==> config.mk <==
export PLATFORM = sky130hd
export DESIGN_NAME = tx_link_seq
export DESIGN_NICKNAME = d
export VERILOG_FILES = /design/src/rtl/tx_seq_pkg.sv /design/src/rtl/tx_seq_ctrl.sv /design/src/rtl/tx_octet_gen.sv /design/src/rtl/tx_lane_word.sv /design/src/rtl/tx_link_seq.sv
export SDC_FILE = /design/constraint.sdc
export NUM_CORES = 1
export LEC_CHECK = 0
export ABC_AREA = 1
export BUFFER_PORTS_ARGS = -buffer_cell sky130_fd_sc_hd__buf_2
export CORE_AREA = 2 2 289 291
export CTS_CLUSTER_SIZE = 20
export DETAILED_ROUTE_END_ITERATION = 7
export DIE_AREA = 0 0 291 293
export SETUP_SLACK_MARGIN = 0.1
export SLEW_MARGIN = 10
export SYNTH_ARGS = -nofsm -noshare
export SYNTH_HDL_FRONTEND = slang
export SYNTH_SLANG_ARGS = --single-unit
==> constraint.sdc <==
create_clock -name clk -period 8.7 [get_ports clk]
set_input_delay 1.74 -clock clk [delete_from_list [all_inputs] [get_ports clk]]
set_output_delay 1.74 -clock clk [all_outputs]
set_load 0.005 [all_outputs]
==> src/rtl/tx_seq_pkg.sv <==
// Shared types and character codes for the transmit link sequencer.
// Assumes four octets per lane word and fourteen configuration octets.
package tx_seq_pkg;

    typedef enum logic [1:0] {
        PH_COMMA = 2'd0,
        PH_ALIGN = 2'd1,
        PH_USER  = 2'd2
    } phase_e;

    localparam int WORD_OCT = 4;
    localparam int CFG_OCT  = 14;

    localparam logic [7:0] CH_COMMA = 8'hBC;
    localparam logic [7:0] CH_START = 8'h1C;
    localparam logic [7:0] CH_CFG   = 8'h9C;
    localparam logic [7:0] CH_END   = 8'h7C;

endpackage

==> src/rtl/tx_seq_ctrl.sv <==
// Phase controller: holds the link phase, the position inside the alignment
// sequence, the captured link parameters and the sticky error flag.
// Assumes mf_boundary is a one-cycle-early multiframe pulse and that the
// captured K*F is a multiple of four.
module tx_seq_ctrl
    import tx_seq_pkg::*;
#(
    parameter int MAX_LANES     = 8,
    parameter int MAX_K         = 32,
    parameter int RESYNC_FRAMES = 5,
    parameter int CNT_W         = 8
) (
    input  logic                        clk,
    input  logic                        rst_n,
    input  logic                        sync_n,
    input  logic                        mf_boundary,
    input  logic [$clog2(MAX_LANES+1)-1:0] cfg_lanes,
    input  logic [2:0]                  cfg_f,
    input  logic [$clog2(MAX_K+1)-1:0]  cfg_k,
    input  logic [8*CFG_OCT-1:0]        cfg_octets,
    output phase_e                      phase,
    output logic [$clog2(MAX_K*4+1)-3:0] word_idx,
    output logic [1:0]                  mf_idx,
    output logic [$clog2(MAX_K*4+1)-1:0] last_oct,
    output logic [$clog2(MAX_LANES+1)-1:0] act_lanes,
    output logic [8*CFG_OCT-1:0]        cfg_q,
    output logic                        err_flag
);
    localparam int LW    = $clog2(MAX_LANES+1);
    localparam int KW    = $clog2(MAX_K+1);
    localparam int MFO_W = $clog2(MAX_K*4+1);
    localparam int WI_W  = MFO_W - 2;

    logic [KW-1:0]    cap_k;
    logic [2:0]       cap_f;
    logic [CNT_W-1:0] hi_oct;
    logic [CNT_W-1:0] lo_oct;
    logic [MFO_W-1:0] mf_oct;
    logic [WI_W-1:0]  word_last;
    logic [CNT_W:0]   hi_sum, lo_sum, hi_need, lo_need;
    logic             hi_ok, lo_trip;

    // Saturating add of one word's worth of octets.
    function automatic logic [CNT_W-1:0] sat_add4(input logic [CNT_W-1:0] v);
        logic [CNT_W:0] s;
        s = {1'b0, v} + (CNT_W+1)'(WORD_OCT);
        return s[CNT_W] ? '1 : s[CNT_W-1:0];
    endfunction

    // Multiframe geometry and the two octet thresholds.
    always_comb begin
        mf_oct    = MFO_W'(cap_k) * MFO_W'(cap_f);
        last_oct  = mf_oct - MFO_W'(1);
        word_last = last_oct[MFO_W-1:2];
        hi_sum    = {1'b0, hi_oct} + (CNT_W+1)'(WORD_OCT);
        lo_sum    = {1'b0, lo_oct} + (CNT_W+1)'(WORD_OCT);
        hi_need   = (CNT_W+1)'(cap_f) + (CNT_W+1)'(9);
        lo_need   = (CNT_W+1)'(RESYNC_FRAMES) * (CNT_W+1)'(cap_f);
        hi_ok     = hi_sum >= hi_need;
        lo_trip   = !sync_n && (lo_sum >= lo_need);
    end

    // Phase sequencing, octet counters, parameter capture and error flag.
    always_ff @(posedge clk) begin
        if (!rst_n) begin
            phase     <= PH_COMMA;
            word_idx  <= '0;
            mf_idx    <= '0;
            hi_oct    <= '0;
            lo_oct    <= '0;
            err_flag  <= 1'b0;
            act_lanes <= LW'(1);
            cap_f     <= 3'd1;
            cap_k     <= KW'(32);
            cfg_q     <= '0;
        end else begin
            case (phase)
                PH_COMMA: begin
                    lo_oct   <= '0;
                    word_idx <= '0;
                    mf_idx   <= '0;
                    if (!sync_n) begin
                        hi_oct    <= '0;
                        act_lanes <= cfg_lanes;
                        cap_f     <= cfg_f;
                        cap_k     <= cfg_k;
                        cfg_q     <= cfg_octets;
                    end else if (hi_ok && mf_boundary) begin
                        hi_oct <= '0;
                        phase  <= PH_ALIGN;
                    end else begin
                        hi_oct <= sat_add4(hi_oct);
                    end
                end
                default: begin
                    if (lo_trip) begin
                        phase    <= PH_COMMA;
                        err_flag <= 1'b1;
                        lo_oct   <= '0;
                        hi_oct   <= '0;
                    end else begin
                        lo_oct <= sync_n ? '0 : sat_add4(lo_oct);
                        if (phase == PH_ALIGN) begin
                            if (word_idx == word_last) begin
                                word_idx <= '0;
                                mf_idx   <= mf_idx + 2'd1;
                                if (mf_idx == 2'd3) phase <= PH_USER;
                            end else begin
                                word_idx <= word_idx + WI_W'(1);
                            end
                        end
                    end
                end
            endcase
        end
    end

endmodule

==> src/rtl/tx_octet_gen.sv <==
// Single-octet selector: picks the comma, a marker, a configuration octet,
// the position ramp or the user octet for one octet slot of one lane.
// Assumes the caller supplies the octet's position inside the multiframe.
module tx_octet_gen
    import tx_seq_pkg::*;
#(
    parameter int MFO_W = 8
) (
    input  phase_e               phase,
    input  logic [MFO_W-1:0]     pos,
    input  logic [MFO_W-1:0]     last_oct,
    input  logic [1:0]           mf_idx,
    input  logic [8*CFG_OCT-1:0] cfg_q,
    input  logic [7:0]           user_oct,
    input  logic                 lane_on,
    output logic [7:0]           oct,
    output logic                 is_k
);
    logic [3:0] ci;

    // Octet content for the current phase and position.
    always_comb begin
        ci   = 4'(pos - MFO_W'(2));
        oct  = 8'h00;
        is_k = 1'b0;
        if (lane_on) begin
            case (phase)
                PH_COMMA: begin
                    oct  = CH_COMMA;
                    is_k = 1'b1;
                end
                PH_USER: oct = user_oct;
                PH_ALIGN: begin
                    if (pos == '0) begin
                        oct  = CH_START;
                        is_k = 1'b1;
                    end else if (pos == last_oct) begin
                        oct  = CH_END;
                        is_k = 1'b1;
                    end else if (mf_idx == 2'd1 && pos == MFO_W'(1)) begin
                        oct  = CH_CFG;
                        is_k = 1'b1;
                    end else if (mf_idx == 2'd1 && pos <= MFO_W'(CFG_OCT + 1)) begin
                        oct = cfg_q[{ci, 3'b000} +: 8];
                    end else begin
                        oct = 8'(pos);
                    end
                end
                default: oct = 8'h00;
            endcase
        end
    end

endmodule

==> src/rtl/tx_lane_word.sv <==
// One lane's 32-bit word: four octet selectors, octet j at bits [8j+7:8j].
// Assumes a word index counted in whole words within the multiframe.
module tx_lane_word
    import tx_seq_pkg::*;
#(
    parameter int MFO_W = 8
) (
    input  phase_e               phase,
    input  logic [MFO_W-3:0]     word_idx,
    input  logic [1:0]           mf_idx,
    input  logic [MFO_W-1:0]     last_oct,
    input  logic [8*CFG_OCT-1:0] cfg_q,
    input  logic [8*WORD_OCT-1:0] user_word,
    input  logic                 lane_on,
    output logic [8*WORD_OCT-1:0] word,
    output logic [WORD_OCT-1:0]  kflags
);
    for (genvar j = 0; j < WORD_OCT; j++) begin : g_oct
        tx_octet_gen #(.MFO_W(MFO_W)) oct_i (
            .phase    (phase),
            .pos      ({word_idx, 2'(j)}),
            .last_oct (last_oct),
            .mf_idx   (mf_idx),
            .cfg_q    (cfg_q),
            .user_oct (user_word[8*j +: 8]),
            .lane_on  (lane_on),
            .oct      (word[8*j +: 8]),
            .is_k     (kflags[j])
        );
    end

endmodule

==> src/rtl/tx_link_seq.sv <==
// Top of the transmit link sequencer: one phase controller drives all lanes.
// Assumes static link parameters during a link session and a one-cycle-early
// multiframe pulse. Lane outputs follow registered state combinationally.
module tx_link_seq
    import tx_seq_pkg::*;
#(
    parameter int MAX_LANES     = 8,
    parameter int MAX_K         = 32,
    parameter int RESYNC_FRAMES = 5,
    parameter int CNT_W         = 8
) (
    input  logic                              clk,
    input  logic                              rst_n,
    input  logic                              sync_n,
    input  logic                              mf_boundary,
    input  logic [$clog2(MAX_LANES+1)-1:0]    cfg_lanes,
    input  logic [2:0]                        cfg_f,
    input  logic [$clog2(MAX_K+1)-1:0]        cfg_k,
    input  logic [8*CFG_OCT-1:0]              cfg_octets,
    input  logic [8*WORD_OCT*MAX_LANES-1:0]   tx_data,
    output logic [8*WORD_OCT*MAX_LANES-1:0]   lane_data,
    output logic [WORD_OCT*MAX_LANES-1:0]     lane_ctrl,
    output logic                              link_err,
    output logic [31:0]                       ilas_reg0,
    output logic [31:0]                       ilas_reg1
);
    localparam int LW    = $clog2(MAX_LANES+1);
    localparam int MFO_W = $clog2(MAX_K*4+1);
    localparam int LWORD = 8*WORD_OCT;

    phase_e               phase;
    logic [MFO_W-3:0]     word_idx;
    logic [1:0]           mf_idx;
    logic [MFO_W-1:0]     last_oct;
    logic [LW-1:0]        act_lanes;
    logic [8*CFG_OCT-1:0] cfg_q;

    tx_seq_ctrl #(
        .MAX_LANES(MAX_LANES), .MAX_K(MAX_K),
        .RESYNC_FRAMES(RESYNC_FRAMES), .CNT_W(CNT_W)
    ) ctrl_i (
        .clk(clk), .rst_n(rst_n), .sync_n(sync_n), .mf_boundary(mf_boundary),
        .cfg_lanes(cfg_lanes), .cfg_f(cfg_f), .cfg_k(cfg_k), .cfg_octets(cfg_octets),
        .phase(phase), .word_idx(word_idx), .mf_idx(mf_idx), .last_oct(last_oct),
        .act_lanes(act_lanes), .cfg_q(cfg_q), .err_flag(link_err)
    );

    for (genvar n = 0; n < MAX_LANES; n++) begin : g_lane
        tx_lane_word #(.MFO_W(MFO_W)) lane_i (
            .phase     (phase),
            .word_idx  (word_idx),
            .mf_idx    (mf_idx),
            .last_oct  (last_oct),
            .cfg_q     (cfg_q),
            .user_word (tx_data[LWORD*n +: LWORD]),
            .lane_on   (LW'(n) < act_lanes),
            .word      (lane_data[LWORD*n +: LWORD]),
            .kflags    (lane_ctrl[WORD_OCT*n +: WORD_OCT])
        );
    end

    assign ilas_reg0 = cfg_q[31:0];
    assign ilas_reg1 = cfg_q[63:32];

endmodule

**After elaboration in Yosys (flattened, before gate mapping)**

Cells that the tools add are included.

- Add/sub/neg operators: 10
- Mux-type cells: 136
- Multiply operators: 2
- $lt $le $gt $ge: 14
- Bitwise gates (word level): 4
- Equality and inequality tests: 11
- Reduce and logical (&&, ||, !) cells: 25
- Shift-type cells: 4

Operators with widths:

| kind | count |
|---|---|
| case mux 8 bit (3 select lines) | 32 |
| variable part select 112 x 8 -> 8 bit | 4 |
| 2-to-1 mux 8 bit | 51 |
| 2-to-1 mux 1 bit | 41 |
| equality test 8 bit | 4 |
| less-or-equal comparator 8 x 4 -> 1 bit (second input constant) | 4 |
| zero test 8 bit | 4 |
| adder 8 x 3 -> 9 bit (second input constant) | 2 |
| less-than comparator 3 x 4 -> 1 bit (first input constant) | 4 |
| subtractor 4 x 2 -> 4 bit (second input constant) | 4 |
| 2-to-1 mux 2 bit | 7 |
| >= comparator 9 x 6 -> 1 bit | 1 |
| >= comparator 9 bit | 1 |
| nonzero test 3 bit | 3 |
| less-than comparator 1 x 4 -> 1 bit (first input constant) | 2 |
| less-than comparator 2 x 4 -> 1 bit (first input constant) | 2 |
| multiplier 6 x 3 -> 8 bit | 1 |
| case mux 1 bit (2 select lines) | 4 |
| subtractor 8 x 1 -> 8 bit (second input constant) | 1 |
| logical AND 1 bit | 7 |
| adder 6 x 1 -> 6 bit (second input constant) | 1 |
| equality test 6 bit | 1 |
| zero test 6 bit | 1 |
| multiplier 3 x 3 -> 6 bit (first input constant) | 1 |
| other kinds (16) | 23 |

- Output and inout port bits: 353
- Bits in registers: 152
- Logic and storage cells: 216
- Input port bits: 385

**Logic depth before layout (Yosys ltp)**

- Depth in word-level cells: 8
- Depth in mapped cells: 22
- Depth with buffers taken out: 21

**By module**

A second synthesis with hierarchy kept.

- Cells, all modules: 11324
- Area, all modules: 55801.0 um2

Modules (own cells, without submodules):

| module | times used | area an instance (um2) | seq. area each (um2) | cells each |
|---|---|---|---|---|
| tx_octet_gen (g_lane[3].lane_i.g_oct[2].oct_i ...) | 18 | 1534.0 | 0.0 | 325 |
| tx_octet_gen (g_lane[0].lane_i.g_oct[0].oct_i ...) | 14 | 1535.2 | 0.0 | 325 |
| tx_seq_ctrl | 1 | 6582.6 | 3002.9 | 895 |
| tx_lane_word | 8 | 7.5 | 0.0 | 2 |
| tx_link_seq | 1 | 53.8 | 0.0 | 13 |

**Worst setup path before layout**

Ideal clock, no wire load.

- Path kind: register to output
- Start: register ctrl_i.cap_f[2]
- End: output lane_ctrl[26]
- Required time: 6.960 ns
- Stages on the path, launching flop included: 15
- Data arrival time: 3.191 ns
- Setup slack: 3.769 ns
- Path buffers: 2
- Path through: dfxtp_1 buf_2 nand2_1 ha_1 fa_1 inv_1 fa_1 xnor2_1 nand2_1 nor2_1 inv_1 nor3_1 nand3_1 a21oi_1 buf_4

- Longest elaborated chain between the ends: 7

RTL lines:

| item | line | text |
|---|---|---|
| start, declared | tx_seq_ctrl.sv:35 | `logic [2:0] cap_f;` |
| start signal, assigned | tx_seq_ctrl.sv:85 | `cap_f <= cfg_f;` |
| multiplier 6 x 3 -> 8 bit | tx_seq_ctrl.sv:52 | `mf_oct = MFO_W'(cap_k) * MFO_W'(cap_f);` |
| subtractor 8 x 1 -> 8 bit | tx_seq_ctrl.sv:53 | `last_oct = mf_oct - MFO_W'(1);` |
| equality test 8 bit | tx_octet_gen.sv:37 | `end else if (pos == last_oct) begin` |
| 2-to-1 mux 1 bit | tx_octet_gen.sv:37 |  |
| 2-to-1 mux 1 bit | tx_octet_gen.sv:34 | `if (pos == '0) begin` |
| case mux 1 bit (2 select lines) | tx_octet_gen.sv:27 | `case (phase)` |
| 2-to-1 mux 1 bit | tx_octet_gen.sv:26 | `if (lane_on) begin` |
| end, declared | tx_link_seq.sv:22 | `output logic [WORD_OCT*MAX_LANES-1:0] lane_ctrl,` |

No other way between the ends.

**Worst setup path in the final report**

- Start: register ctrl_i.word_idx[1]
- End: output lane_data[1]

- Longest elaborated chain between the ends: 7
- Elaborated cells between the ends (all ways): 11
- Classes of those cells: 1 x add/sub; 1 x order compare; 1 x eq/ne; 1 x shift; 5 x mux; 2 x reduce/logical

RTL lines:

| item | line | text |
|---|---|---|
| start, declared | tx_seq_ctrl.sv:22 | `output logic [$clog2(MAX_K*4+1)-3:0] word_idx,` |
| start signal, assigned | tx_seq_ctrl.sv:109 | `word_idx <= word_idx + WI_W'(1);` |
| subtractor 4 x 2 -> 4 bit or less-or-equal comparator 8 x 4 -> 1 bit (tied branches) | tx_octet_gen.sv:23, tx_octet_gen.sv:43 |  |
| variable part select 112 x 8 -> 8 bit or logical AND 1 bit (tied branches) | tx_octet_gen.sv:44, tx_octet_gen.sv:43 |  |
| 2-to-1 mux 8 bit | tx_octet_gen.sv:43 | `end else if (mf_idx == 2'd1 && pos <= MFO_W'(CFG_OCT + 1)) begin` |
| 2-to-1 mux 8 bit | tx_octet_gen.sv:37 |  |
| 2-to-1 mux 8 bit * | tx_octet_gen.sv:34 |  |
| case mux 8 bit (3 select lines) * | tx_octet_gen.sv:27 |  |
| 2-to-1 mux 8 bit * | tx_octet_gen.sv:26 |  |
| end, declared | tx_link_seq.sv:21 | `output logic [8*WORD_OCT*MAX_LANES-1:0] lane_data,` |

Every way passes the cells marked *; elsewhere a longest branch is shown, timed or not.

==> run metrics <==
main combinational cell family by area after synthesis simple AND/OR/NAND/NOR gates; worst skew pair latency 0.46 ns; DRC violations left 0; CP Max Fanout 19; fin. max-slew vios 0; # hold bufs at CTS 0; XOR/XNOR share of the synthesized area 0.00732; Crit Path Class reg2out; FF-to-FF Start ctrl_i.cap_f[2]; Remaining Overflow, GRT 0; most frequent cell after synthesis nand2_1; 1st-iter DRT viols 1052; Avg Inst Size Synth 5.90 sq um; CTS tree built; Buffers on Ports 737; Worst-Margin Slew 1.17 ns; die height 293 um; Root Driver clkbuf_16; fin cells 3676; pin count of the biggest net entering global routing 95; Max clock buf depth 2; Num CTS Buffers 17; Seq cells post-synth 150; vias in the first global route 15332; Required @ worst endpoint 6.96 ns; Final HPWL DP 77.6 mm; area of the core 0.0818 sq mm; gr usage total 0.212; Setup TNS 0 ns; Nets 3006; Die ar. 0.0853 sq mm; initial antenna violation count 101; ys async rst share 0; Gate Count Post-Synth 2030; Synth top area share 0.251; Final Setup Violations 0; routed via count 16161; R2R Setup Slk 5.17 ns; number of synthesized flops with an enable pin 0; Worst-path clk slew 0.07 ns; Crit. Startpoint ctrl_i.word_idx[1]; drt first pass iters 6; routability cong. 0.929; Rows 105; Simple-Gate Fraction of Synth Area 0.344; CP Cell Sequence inv_1 > ha_1 > nor2_1 > nand2_1 > o21ai_0 > nand4_1 > a21oi_1 > buf_2; Syn. warnings 0; hold endpoint ctrl_i.err_flag; proportion of layout cells with a drive suffix above 1 0.327; H-tree Lvls 4; synth top area cells dfxtp_1, nand2_1, nor2_1, a21oi_1, o21ai_0; WL final 94.2 mm; CP Data Arrival Time 4.74 ns; Max stage delay on crit path 0.93 ns; # IOs 738; multiplexer share of the synthesized area 0; hold path depth 2; outcome finished, final reports clean; Static Leak 0.00883 uW; critical path's slowest cell nor2_1; RR Endpoint ctrl_i.word_idx[0]; pwr/cell area 210 mW/mm^2; Post-Synth Adder-Cell Area 0.0439; final hold vios 0; Buffers & Inverters on Critical Path 2; global-route wire length before repair 126 mm; FMAX 0.154 GHz; clk_skew 0.0148 ns; Clock Sinks 150; Initial Utilization 0.146; main flop type after synthesis dfxtp_1; crit path capture type output port; Max VDD drop 0.142 mV; Synth Area in Compound Gates 0.201; Tcrit/Tclk final 0.745; Placed Cells incl. Taps 3633; worst min path class reg2reg; Synth top cells by count nand2_1, nor2_1, a21oi_1; Final ANT Viol Nets 0; Synth-to-Final Area Change 39.0%; width of the die 291 um; post-CTS sizing 0; Register-to-Register Path Depth 15; Worst Setup Start Kind flop; Hold Startpoint ctrl_i.err_flag; Top delay family on crit path simple AND/OR/NAND/NOR gates; RSZ-0062 raised after global routing no; post-CTS setup buffer count 0; min Tclk post-route 6.48 ns; Max-cap violations 0; relative slew slack 0.213; share of the yosys chip area belonging to registers 0.251; post-synthesis cell area 0.0120 sq mm; routed vias/inst 4.40; largest area contributor in the netlist dfxtp_1; Avg WL per Cell 25.6 um; count of different cell masters after synthesis 42
==> placed cells by master (no fill, tap or decap), types with 5 or more instances in the layout <==
master | Yosys | layout
nand2_2 | 24 | 24
buf_2 | 18 | 736
o21ai_0 | 194 | 194
dfxtp_1 | 150 | 149
nand3_2 | 8 | 8
nor2_4 | 0 | 5
nor2_1 | 341 | 339
buf_4 | 97 | 19
inv_2 | 5 | 5
a21oi_1 | 236 | 236
xnor2_1 | 7 | 7
nand2_1 | 460 | 460
diode_2 | 0 | 12
inv_1 | 153 | 151
clkbuf_16 | 0 | 17
fa_1 | 5 | 5
a31oi_1 | 8 | 8
o22ai_1 | 9 | 9
nand4_1 | 8 | 8
ha_1 | 34 | 34
nand3_1 | 114 | 114
==> through the flow <==
stage	instance area, sq um	hold slack (ns)	util	setup slack, ns	total power, uW
finish	16600	0.459	0.203	2.22	3490
global route	16600	0.486	0.203	2.02	3720
CTS	16600	0.462	0.203	2.14	3520
detailed placement	16000	0.444	0.195	2.66	2680
global placement	16000	0.436	0.195	2.80	2670
floorplan	12000	0.449	-	3.77	1920
==> state kept, by name, indices dropped and copies added, names as in the netlist, 3 cells and up <==
signal,flops
ctrl_i.act_lanes,4
ctrl_i.cap_f,3
ctrl_i.cap_k,6
ctrl_i.cfg_q,112
ctrl_i.hi_oct,7
ctrl_i.lo_oct,7
ctrl_i.word_idx,6
==> tightest hold or removal path, delay by kind of cell (launching register included) <==
family           cells  cell delay [ns]
AO/OA/AOI/OAI        1             0.05
flip-flops           1             0.33
AND/OR/NAND/NOR      1             0.04
==> per-layer routing <==
| layer | track usage | vias to the layer above | routed length [um] |
|---|---|---|---|
| li1 | - | 7583 | - |
| met1 | 0.240 | 7530 | 36600 |
| met2 | 0.388 | 790 | 47600 |
| met3 | 0.0620 | 216 | 7400 |
| met4 | 0.0537 | 42 | 2450 |
| met5 | 0 | - | 261 |
==> kinds of logic (layout without fill, tap and decap cells) <==
kind of cell / count (synthesis) / after routing
buffers and inverters: 384 / 947
AND/OR/NAND/NOR: 982 / 982
other: 1 / 14
AO/OA/AOI/OAI: 464 / 464
flip-flops: 150 / 150
XOR/XNOR: 10 / 10
adder cells (fa/ha/maj): 39 / 39
==> final cells by class <==
class	count	area, sq um
timing repair buffer	755	3830
clock inverter	12	191
fill	9476	65200
tap	1070	1340
sequential	150	3000
antenna	12	30.0
clock buffer	19	443
multi-input combinational	1497	7200
inverter	161	612
==> report_power, final <==
group / switching, uW / internal, uW / total, uW
sequential: 97.3 / 782 / 879
clock: 337 / 492 / 829
combinational: 1190 / 593 / 1780
==> worst max-delay path by stage <==
stage                         end  slack [ns]  depth (start not counted)
detailed placement   lane_data[3]        2.66                          8
floorplan           lane_ctrl[26]        3.77                         14
CTS                  lane_data[3]        2.14                          8
global placement     lane_data[3]        2.80                          8
global route         lane_data[3]        2.02                          8
finish               lane_data[1]        2.22                          8
(Power assumes the default switching activity.)
